`src/rtl/qseq_pkg.sv`:
```
// Shared types for the quadword burst sequencer.
// Assumes a 2-bit transaction code driven by the requester.
package qseq_pkg;
    typedef enum logic [1:0] {
        TXN_COH_RD   = 2'd0,
        TXN_COPYBACK = 2'd1,
        TXN_NC_RD    = 2'd2,
        TXN_WRITE    = 2'd3
    } txn_e;

    // Kinds that begin at the addressed quadword
    function automatic logic crit_first(input txn_e t);
        return (t == TXN_COH_RD) || (t == TXN_COPYBACK);
    endfunction
endpackage

```
`src/rtl/qseq_start_sel.sv`:
```
// Picks the first quadword of a burst from the quadword-select address bits
// and the transaction kind. Aligned kinds always begin at quadword 0.
// Assumes the caller passes only the quadword-select address field.
module qseq_start_sel #(
    parameter int QIDX_W = 2
) (
    input  logic [QIDX_W-1:0] qsel_bits,
    input  qseq_pkg::txn_e    txn,
    output logic [QIDX_W-1:0] start_idx
);
    // Critical-first kinds use the addressed quadword, the rest use zero
    always_comb start_idx = qseq_pkg::crit_first(txn) ? qsel_bits : '0;
endmodule

```
`src/rtl/qseq_beat_ctr.sv`:
```
// Burst control: busy flag, beat counter, stored start index and done pulse.
// The quadword index is start XOR count. Assumes load only while idle.
module qseq_beat_ctr #(
    parameter int QIDX_W = 2
) (
    input  logic              clk,
    input  logic              rst_n,
    input  logic              load,
    input  logic [QIDX_W-1:0] start_in,
    input  logic              beat_ready,
    output logic              busy,
    output logic [QIDX_W-1:0] cnt,
    output logic [QIDX_W-1:0] qidx,
    output logic              done
);
    localparam logic [QIDX_W-1:0] LAST = '1;

    logic              fire;
    logic [QIDX_W-1:0] start_q;

    // A beat is taken when presented and accepted
    always_comb fire = busy & beat_ready;

    // Interleaved index of the quadword currently presented
    always_comb qidx = start_q ^ cnt;

    // Advance burst state on load or on each accepted beat
    always_ff @(posedge clk) begin
        if (!rst_n) begin
            busy    <= 1'b0;
            cnt     <= '0;
            start_q <= '0;
            done    <= 1'b0;
        end else begin
            done <= fire && (cnt == LAST);
            if (load) begin
                busy    <= 1'b1;
                cnt     <= '0;
                start_q <= start_in;
            end else if (fire) begin
                cnt <= cnt + 1'b1;
                if (cnt == LAST) busy <= 1'b0;
            end
        end
    end

    AST_STALL_HOLD: assert property (@(posedge clk) disable iff (!rst_n)
        busy && !beat_ready |=> busy && $stable(qidx) && $stable(cnt));
    AST_START_STABLE: assert property (@(posedge clk) disable iff (!rst_n)
        busy && $past(busy) |-> $stable(start_q));
    AST_DONE_ONE_CYCLE: assert property (@(posedge clk) disable iff (!rst_n)
        done |=> !done);
    AST_DONE_IDLE: assert property (@(posedge clk) disable iff (!rst_n)
        done |-> !busy);
    AST_FIRST_BEAT_ZERO: assert property (@(posedge clk) disable iff (!rst_n)
        $rose(busy) |-> cnt == '0);
    AST_XOR_STEP: assert property (@(posedge clk) disable iff (!rst_n)
        fire && cnt != LAST |=> qidx == ($past(qidx) ^ $past(cnt) ^ cnt));
endmodule

```
`src/rtl/qseq_lane_mux.sv`:
```
// Selects one stored quadword and its two ECC bytes by quadword index.
// Assumes quadword q occupies slice q of the block and ECC vectors.
module qseq_lane_mux #(
    parameter int NUM_QW  = 4,
    parameter int QW_BITS = 128,
    parameter int ECC_W   = 8,
    parameter int QIDX_W  = 2
) (
    input  logic [NUM_QW*QW_BITS-1:0] blk,
    input  logic [NUM_QW*2*ECC_W-1:0] ecc,
    input  logic [QIDX_W-1:0]         sel,
    output logic [QW_BITS-1:0]        data,
    output logic [ECC_W-1:0]          ecc_b07,
    output logic [ECC_W-1:0]          ecc_b815
);
    logic [QW_BITS-1:0] qw_arr  [NUM_QW];
    logic [ECC_W-1:0]   eup_arr [NUM_QW];
    logic [ECC_W-1:0]   elo_arr [NUM_QW];

    // Unpack the flat vectors into one entry per quadword
    for (genvar g = 0; g < NUM_QW; g++) begin : g_unpack
        assign qw_arr[g]  = blk[g*QW_BITS +: QW_BITS];
        assign eup_arr[g] = ecc[g*2*ECC_W + ECC_W +: ECC_W];
        assign elo_arr[g] = ecc[g*2*ECC_W +: ECC_W];
    end

    // Route the selected quadword and its sideband bytes
    always_comb begin
        data     = qw_arr[sel];
        ecc_b07  = eup_arr[sel];
        ecc_b815 = elo_arr[sel];
    end
endmodule

```
`src/rtl/qword_burst_seq.sv`:
```
// Top of the burst sequencer. It captures a block request while idle and
// sends four quadword beats in critical-first or aligned order.
// Assumes the sink obeys valid/ready, and that the requester holds
// req_* stable only in the cycle it is taken.
module qword_burst_seq #(
    parameter int ADDR_W    = 40,
    parameter int BLK_BYTES = 64,
    parameter int QW_BYTES  = 16,
    parameter int ECC_W     = 8
) (
    input  logic                          clk,
    input  logic                          rst_n,
    input  logic                          req_valid,
    output logic                          req_ready,
    input  logic [1:0]                    req_type,
    input  logic [ADDR_W-1:0]             req_addr,
    input  logic [BLK_BYTES*8-1:0]        req_data,
    input  logic [(BLK_BYTES/QW_BYTES)*2*ECC_W-1:0] req_ecc,
    output logic                          beat_valid,
    input  logic                          beat_ready,
    output logic [QW_BYTES*8-1:0]         beat_data,
    output logic [ECC_W-1:0]              beat_ecc_b07,
    output logic [ECC_W-1:0]              beat_ecc_b815,
    output logic [$clog2(BLK_BYTES/QW_BYTES)-1:0] beat_qidx,
    output logic                          burst_done
);
    localparam int NUM_QW   = BLK_BYTES / QW_BYTES;
    localparam int QIDX_W   = $clog2(NUM_QW);
    localparam int QW_BITS  = QW_BYTES * 8;
    localparam int OFFS_LSB = $clog2(QW_BYTES);
    localparam int ECC_ALL  = NUM_QW * 2 * ECC_W;

    logic                        busy;
    logic                        load;
    logic [QIDX_W-1:0]           start_idx;
    logic [QIDX_W-1:0]           cnt;
    logic [NUM_QW*QW_BITS-1:0]   blk_q;
    logic [ECC_ALL-1:0]          ecc_q;
    qseq_pkg::txn_e              txn;
    logic                        unused_addr_bits;

    // Address bits outside the quadword select do not steer the burst
    assign unused_addr_bits = ^{req_addr[ADDR_W-1:OFFS_LSB+QIDX_W], req_addr[OFFS_LSB-1:0]};

    // Decode handshake and transaction kind
    always_comb begin
        txn        = qseq_pkg::txn_e'(req_type);
        req_ready  = !busy;
        load       = req_valid && !busy;
        beat_valid = busy;
    end

    qseq_start_sel #(.QIDX_W(QIDX_W)) start_i (
        .qsel_bits (req_addr[OFFS_LSB +: QIDX_W]),
        .txn       (txn),
        .start_idx (start_idx)
    );

    qseq_beat_ctr #(.QIDX_W(QIDX_W)) ctr_i (
        .clk        (clk),
        .rst_n      (rst_n),
        .load       (load),
        .start_in   (start_idx),
        .beat_ready (beat_ready),
        .busy       (busy),
        .cnt        (cnt),
        .qidx       (beat_qidx),
        .done       (burst_done)
    );

    // Capture the block and its check bytes when a request is taken
    always_ff @(posedge clk) begin
        if (!rst_n) begin
            blk_q <= '0;
            ecc_q <= '0;
        end else if (load) begin
            blk_q <= req_data;
            ecc_q <= req_ecc;
        end
    end

    qseq_lane_mux #(
        .NUM_QW (NUM_QW),
        .QW_BITS(QW_BITS),
        .ECC_W  (ECC_W),
        .QIDX_W (QIDX_W)
    ) mux_i (
        .blk      (blk_q),
        .ecc      (ecc_q),
        .sel      (beat_qidx),
        .data     (beat_data),
        .ecc_b07  (beat_ecc_b07),
        .ecc_b815 (beat_ecc_b815)
    );

    AST_CRIT_START: assert property (@(posedge clk) disable iff (!rst_n)
        req_valid && req_ready && req_type < 2'd2 |=>
        beat_qidx == $past(req_addr[OFFS_LSB +: QIDX_W]));
    AST_ALIGNED_START: assert property (@(posedge clk) disable iff (!rst_n)
        req_valid && req_ready && req_type >= 2'd2 |=> beat_qidx == '0);
    AST_VALID_AFTER_REQ: assert property (@(posedge clk) disable iff (!rst_n)
        $rose(beat_valid) |-> $past(req_valid && req_ready));
    AST_DATA_HOLD: assert property (@(posedge clk) disable iff (!rst_n)
        beat_valid && !beat_ready |=> $stable(beat_data) && $stable(beat_ecc_b07));
endmodule

```
`config.mk`:
```
export PLATFORM = sky130hd
export DESIGN_NAME = qword_burst_seq
export DESIGN_NICKNAME = d
export VERILOG_FILES = /design/src/rtl/qseq_pkg.sv /design/src/rtl/qseq_start_sel.sv /design/src/rtl/qseq_beat_ctr.sv /design/src/rtl/qseq_lane_mux.sv /design/src/rtl/qword_burst_seq.sv
export SDC_FILE = /design/constraint.sdc
export NUM_CORES = 1
export LEC_CHECK = 0
export BUFFER_PORTS_ARGS = -buffer_cell sky130_fd_sc_hd__buf_2
export CAP_MARGIN = 5
export CORE_AREA = 2 2 304 306
export DETAILED_ROUTE_END_ITERATION = 7
export DIE_AREA = 0 0 306 308
export PLACE_DENSITY = 0.55
export SLEW_MARGIN = 20
export SYNTH_ARGS = -nofsm -noshare
export SYNTH_HDL_FRONTEND = slang
export SYNTH_SLANG_ARGS = --single-unit
```
`constraint.sdc`:
```
create_clock -name clk -period 2.2 [get_ports clk]
set_input_delay 0.55 -clock clk [delete_from_list [all_inputs] [get_ports clk]]
set_output_delay 0.55 -clock clk [all_outputs]
set_load 0.005 [all_outputs]
```
### After elaboration in Yosys (flattened, before gate mapping)

Index checks and enable logic that the tools add are counted.

| word-level totals | value |
|---|---|
| output and inout port bits | 149 |
| flip-flop bits (word level) | 582 |

| cells by class | value |
|---|---|
| equal/unequal tests | 2 |
| reduce and logical (&&, ||, !) cells | 9 |
| $lt $le $gt $ge | 1 |
| mux-type cells | 13 |
| $add $sub $neg | 1 |
| bitwise gates (word level) | 4 |

Operators by type and width:

| kind | count |
|---|---|
| binary-select mux 128 bit (select 2 bit) | 1 |
| two-way mux 128 bit | 2 |
| binary-select mux 8 bit (select 2 bit) | 2 |
| two-way mux 8 bit | 4 |
| nonzero test 2 bit | 2 |
| greater-or-equal comparator 3 bit, second input constant | 1 |
| two-way mux 1 bit | 3 |
| inverter 2 -> 3 bit | 1 |
| adder 2 x 1 -> 2 bit, second input constant | 1 |
| == test 2 x 1 -> 1 bit, second input constant | 1 |
| == test 2 bit, second input constant | 1 |
| logical AND 1 bit | 2 |
| logical NOT 2 bit | 1 |
| two-way mux 2 bit | 1 |
| AND reduction 2 bit | 1 |
| OR reduction 2 bit | 1 |
| XOR 2 bit | 1 |
| AND 1 bit | 1 |
| logical NOT 1 bit | 1 |
| logical OR 1 bit | 1 |
| inverter 1 bit | 1 |

### Logic depth before layout (Yosys ltp)

| depth | value |
|---|---|
| depth in word-level cells | 5 |
| depth in mapped cells | 7 |
| depth with buffers taken out | 3 |

### Hierarchy

From an unflattened synthesis, not the netlist that was laid out.

| second synthesis, totals | value |
|---|---|
| cell total of the unflattened synthesis | 2699 |
| area total of the unflattened synthesis | 26711.9 µm² |

Modules (own cells, without submodules):

| module | instances | area each (µm²) | cells each |
|---|---|---|---|
| qword_burst_seq | 1 | 22995.8 | 2498 |
| qseq_lane_mux | 1 | 3443.3 | 176 |
| qseq_beat_ctr | 1 | 260.2 | 23 |
| qseq_start_sel | 1 | 12.5 | 2 |

### Worst setup path before layout

Ideal clock, no wire load.

| timing | value |
|---|---|
| path kind | flip-flop to output port |
| from | register ctr_i.cnt[0] |
| to | output port beat_data[100] |
| required time | 1.650 ns |
| path slack | -0.034 ns |
| arrival time | 1.684 ns |
| cell stages (with the launch flop) | 5 |
| path through | dfxtp_1 xor2_4 buf_12 buf_12 mux4_2 |

| on the way | value |
|---|---|
| cells in the longest elaborated chain, start to end | 5 |

RTL lines:

| item | line | text |
|---|---|---|
| start, declared | qseq_beat_ctr.sv:12 | `output logic [QIDX_W-1:0] cnt,` |
| start signal, assigned | qseq_beat_ctr.sv:41 | `cnt <= cnt + 1'b1;` |
| XOR 2 bit | qseq_beat_ctr.sv:25 | `always_comb qidx = start_q ^ cnt;` |
| inverter 2 -> 3 bit (implied by the code) | qseq_lane_mux.sv:29 | `data = qw_arr[sel];` |
| binary-select mux 128 bit (select 2 bit) | qseq_lane_mux.sv:29 |  |
| two-way mux 128 bit (implied by the code) (2 in series) | qseq_lane_mux.sv:29 |  |
| end, declared | qword_burst_seq.sv:21 | `output logic [QW_BYTES*8-1:0] beat_data,` |

No other way between the ends. The select of a mux whose other input is x is not followed.

### Worst setup path after layout

| timing | value |
|---|---|
| from | register ctr_i.start_q[0] |
| to | output port beat_data[13] |

| on the way | value |
|---|---|
| cells in the longest elaborated chain, start to end | 5 |

RTL lines:

| item | line | text |
|---|---|---|
| start, declared | qseq_beat_ctr.sv:19 | `logic [QIDX_W-1:0] start_q;` |
| start signal, assigned | qseq_beat_ctr.sv:39 | `start_q <= start_in;` |
| XOR 2 bit | qseq_beat_ctr.sv:25 |  |
| inverter 2 -> 3 bit (implied by the code) | qseq_lane_mux.sv:29 |  |
| binary-select mux 128 bit (select 2 bit) | qseq_lane_mux.sv:29 |  |
| two-way mux 128 bit (implied by the code) (2 in series) | qseq_lane_mux.sv:29 |  |

No other way between the ends. The select of a mux whose other input is x is not followed.

==> out/qor.txt <==
status: complete, but fails checks
failing checks: setup timing
Worst path max stage delay: 550 ps
number of max-slew violations in the final report: 0
Final Skew: 20.4 ps
crit path from: ctr_i.start_q[0]$_SDFFE_PN0P_
commonest non-fill, non-tap cell in the layout: nand2_1
dpl cells: 4,512
Non-Filler Instances: 4,680
first-pass GRT wire length: 133,000 microns
gp weighted congestion: 0.884
row cnt: 111
Initial Utilization: 27.3%
Final #Nets: 4,042
CTS Buf Count: 70
Antenna Violating Nets Remaining: 0
DRC violations left: 0
min cycle time layout: 2910 ps
fin crit share: 132%
Synth area leaders: dfxtp_1 (47%), a21boi_0 (17%), nand2_1 (17%)
RSZ-0062 raised after global routing: true
Synth warnings: 0
CP cell instances: xor2_4 -> buf_6 -> buf_12 -> buf_4 -> mux4_2 -> buf_2
Via density: 4.62
Worst-Skew Late Latency: 620 ps
class of the worst hold path: in2reg
synthesis-to-layout area growth: 34.6%
# IOs: 771
commonest non-fill, non-tap cells in the layout: nand2_1 (1,154), buf_2 (697), a21boi_0 (578), dfxtp_1 (578), mux4_2 (143)
Post-Synthesis Cell Area: 24,900 sq um
Port Buf Inserts: 731
R2R Setup Slk: 650 ps
Avg WL per Cell: 19.3 microns
Setup-failing EPs final: 146
min setup slack post-route: -710 ps
Avg Cell Area, Syn: 9.21 sq um
Hold Vio Cnt, Final: 0
CP bufs+invs: 4
CTS tree: built
core area: 91,000 sq um
vias: 21,604
CP max-delay cell: mux4_2
final wirelength: 90,400 microns
hold buffer count at CTS: 0
root buffer cell: clkbuf_16
syn nets: 3,323
post-synth top area cell: dfxtp_1
Die W: 306 microns
initial drt markers: 1,461
Leak: 13.6 nW
sequential area share after synthesis: 46.9%
Multi-input gate area: 12,100 sq um
register bit count reported by yosys: 582
critical path class: reg2out
reg2reg start: ctr_i.busy$_SDFFE_PN0P_
count of cell types in the netlist: 25
CP top delay family: buffers and inverters
global-route usage over all layers: 18.5%
pre-CTS WS: -208 ps
Max Cap Viol: 0
total power: 27.2 mW
gr ovfl total: 0
Reg area: 11,700 sq um
Hold Path Origin: req_data[214]
Slew HR: 69.9%
share of layout cells above drive strength 1: 32.7%
H-tree depth: 3
vias in the first global route: 21,222
Die Ht: 308 microns
first-pass detailed-route iteration total: 5
crit start category: flip-flop
initial antenna violation count: 36
Num Clock Sinks: 582
die area: 94,200 sq um
Max Fanout on Critical Path: 11
PD cells: 811 nW/um^2
Synth top area share: 46.9%
# fillers: 9,410
worst vdd ir: 540 uV
post-synthesis cell count: 2,700
Critical Path RT: 1650 ps
fmax: 344 MHz
largest net degree at the start of global routing: 108
CTS clock-pin slew for the worst setup and hold paths: 60 ps
dpl hpwl: 66,800 microns
worst path arrival time: 2360 ps
Clock Tree Buf Depth: 3
critical path endpoint category: primary output
Least-Margin Pin Slew: 452 ps
[worst reg2reg max path, cell delays in order (launching register included)]
cell	delay, ps
dfxtp_1	340
nor2b_4	270
buf_12	290
nand2_1	370
a21boi_0	220
[path summary, 6_finish.rpt]
path,to,cells past startpoint
worst max-delay path,beat_data[13],6
worst min-delay path,blk_q[214]$_SDFFE_PN0P_,3
worst max register to register,blk_q[479]$_SDFFE_PN0P_,4
worst min register to register,blk_q[354]$_SDFFE_PN0P_,2
[what timing repair did]
item | CTS | global route
pin swaps | 1 | 1
buffers inserted | 15 | 4
endpoints found under the setup margin | 146 | 146
endpoints found under the hold margin | 0 | 0
gates resized for setup | 62 | 26
cloned | 6 | 3
[where the power goes]
part / leakage [nW] / switching, mW / internal [mW]
clock network: 1.18 / 4.86 / 7.19
logic: 7.62 / 1.77 / 1.85
registers: 4.78 / 0.347 / 11.1
[area by class of cell]
cell class	instances	share of cell area, %
Sequential cell	582	34.8
Clock buffer	102	6.32
Timing Repair Buffer	871	17.2
Clock inverter	21	0.860
Antenna cell	24	0.179
Inverter	1	0.0112
Tap cell	1186	4.43
Multi-Input combinational cell	1893	36.1
[state kept, by name, indices dropped and copies added, names as in the netlist]
register       cells
blk_q            512
ecc_q             64
ctr_i.cnt          2
ctr_i.start_q      2
ctr_i.busy         1
ctr_i.done         1
[cells by family (layout without fill, tap and decap cells)]
group,after synthesis,after routing,share of synthesized area (%)
AND/OR/NAND/NOR,1162,1162,17.6
AO/OA/AOI/OAI,582,582,17.6
flip-flops,582,582,46.9
buffers and inverters,225,995,4.59
multiplexers,145,145,13.1
XOR/XNOR,3,3,0.181
adder cells (fa/ha/maj),1,1,0.0503
other,0,24,0
[through the flow]
stage                     utilization, %  hold slack, ps  cell area (sq um)  setup TNS [ps]
after global placement              33.3             447              30300          -13250
after global routing                36.8             144              33500         -105290
final                               36.8             177              33500          -90570
after CTS                           36.6             131              33300         -104670
after detailed placement            33.3             452              30300          -15760
after floorplan                        -             439              24900               0
[synthesized netlist by cell type (all sizes together)]
cell type	number
nand2	1154
dfxtp	582
a21boi	578
mux4	144
buf	127
clkbuf	97
nor2b	3
xor2	3
nand3b	2
a21oi	1
a31oi	1
a32oi	1
and4	1
ha	1
inv	1
mux2i	1
nand2b	1
nor3b	1
o21ai	1
[per-layer routing]
metal | up-vias | global-route usage, % | part of all wire (%)
li1 | 10497 | - | -
met5 | - | 0 | 0.10
met1 | 10378 | 23.6 | 43
met3 | 144 | 3.41 | 4.9
met2 | 571 | 30.9 | 49
met4 | 14 | 7.25 | 3.0
Note: power is estimated with default switching activity, not from simulation.
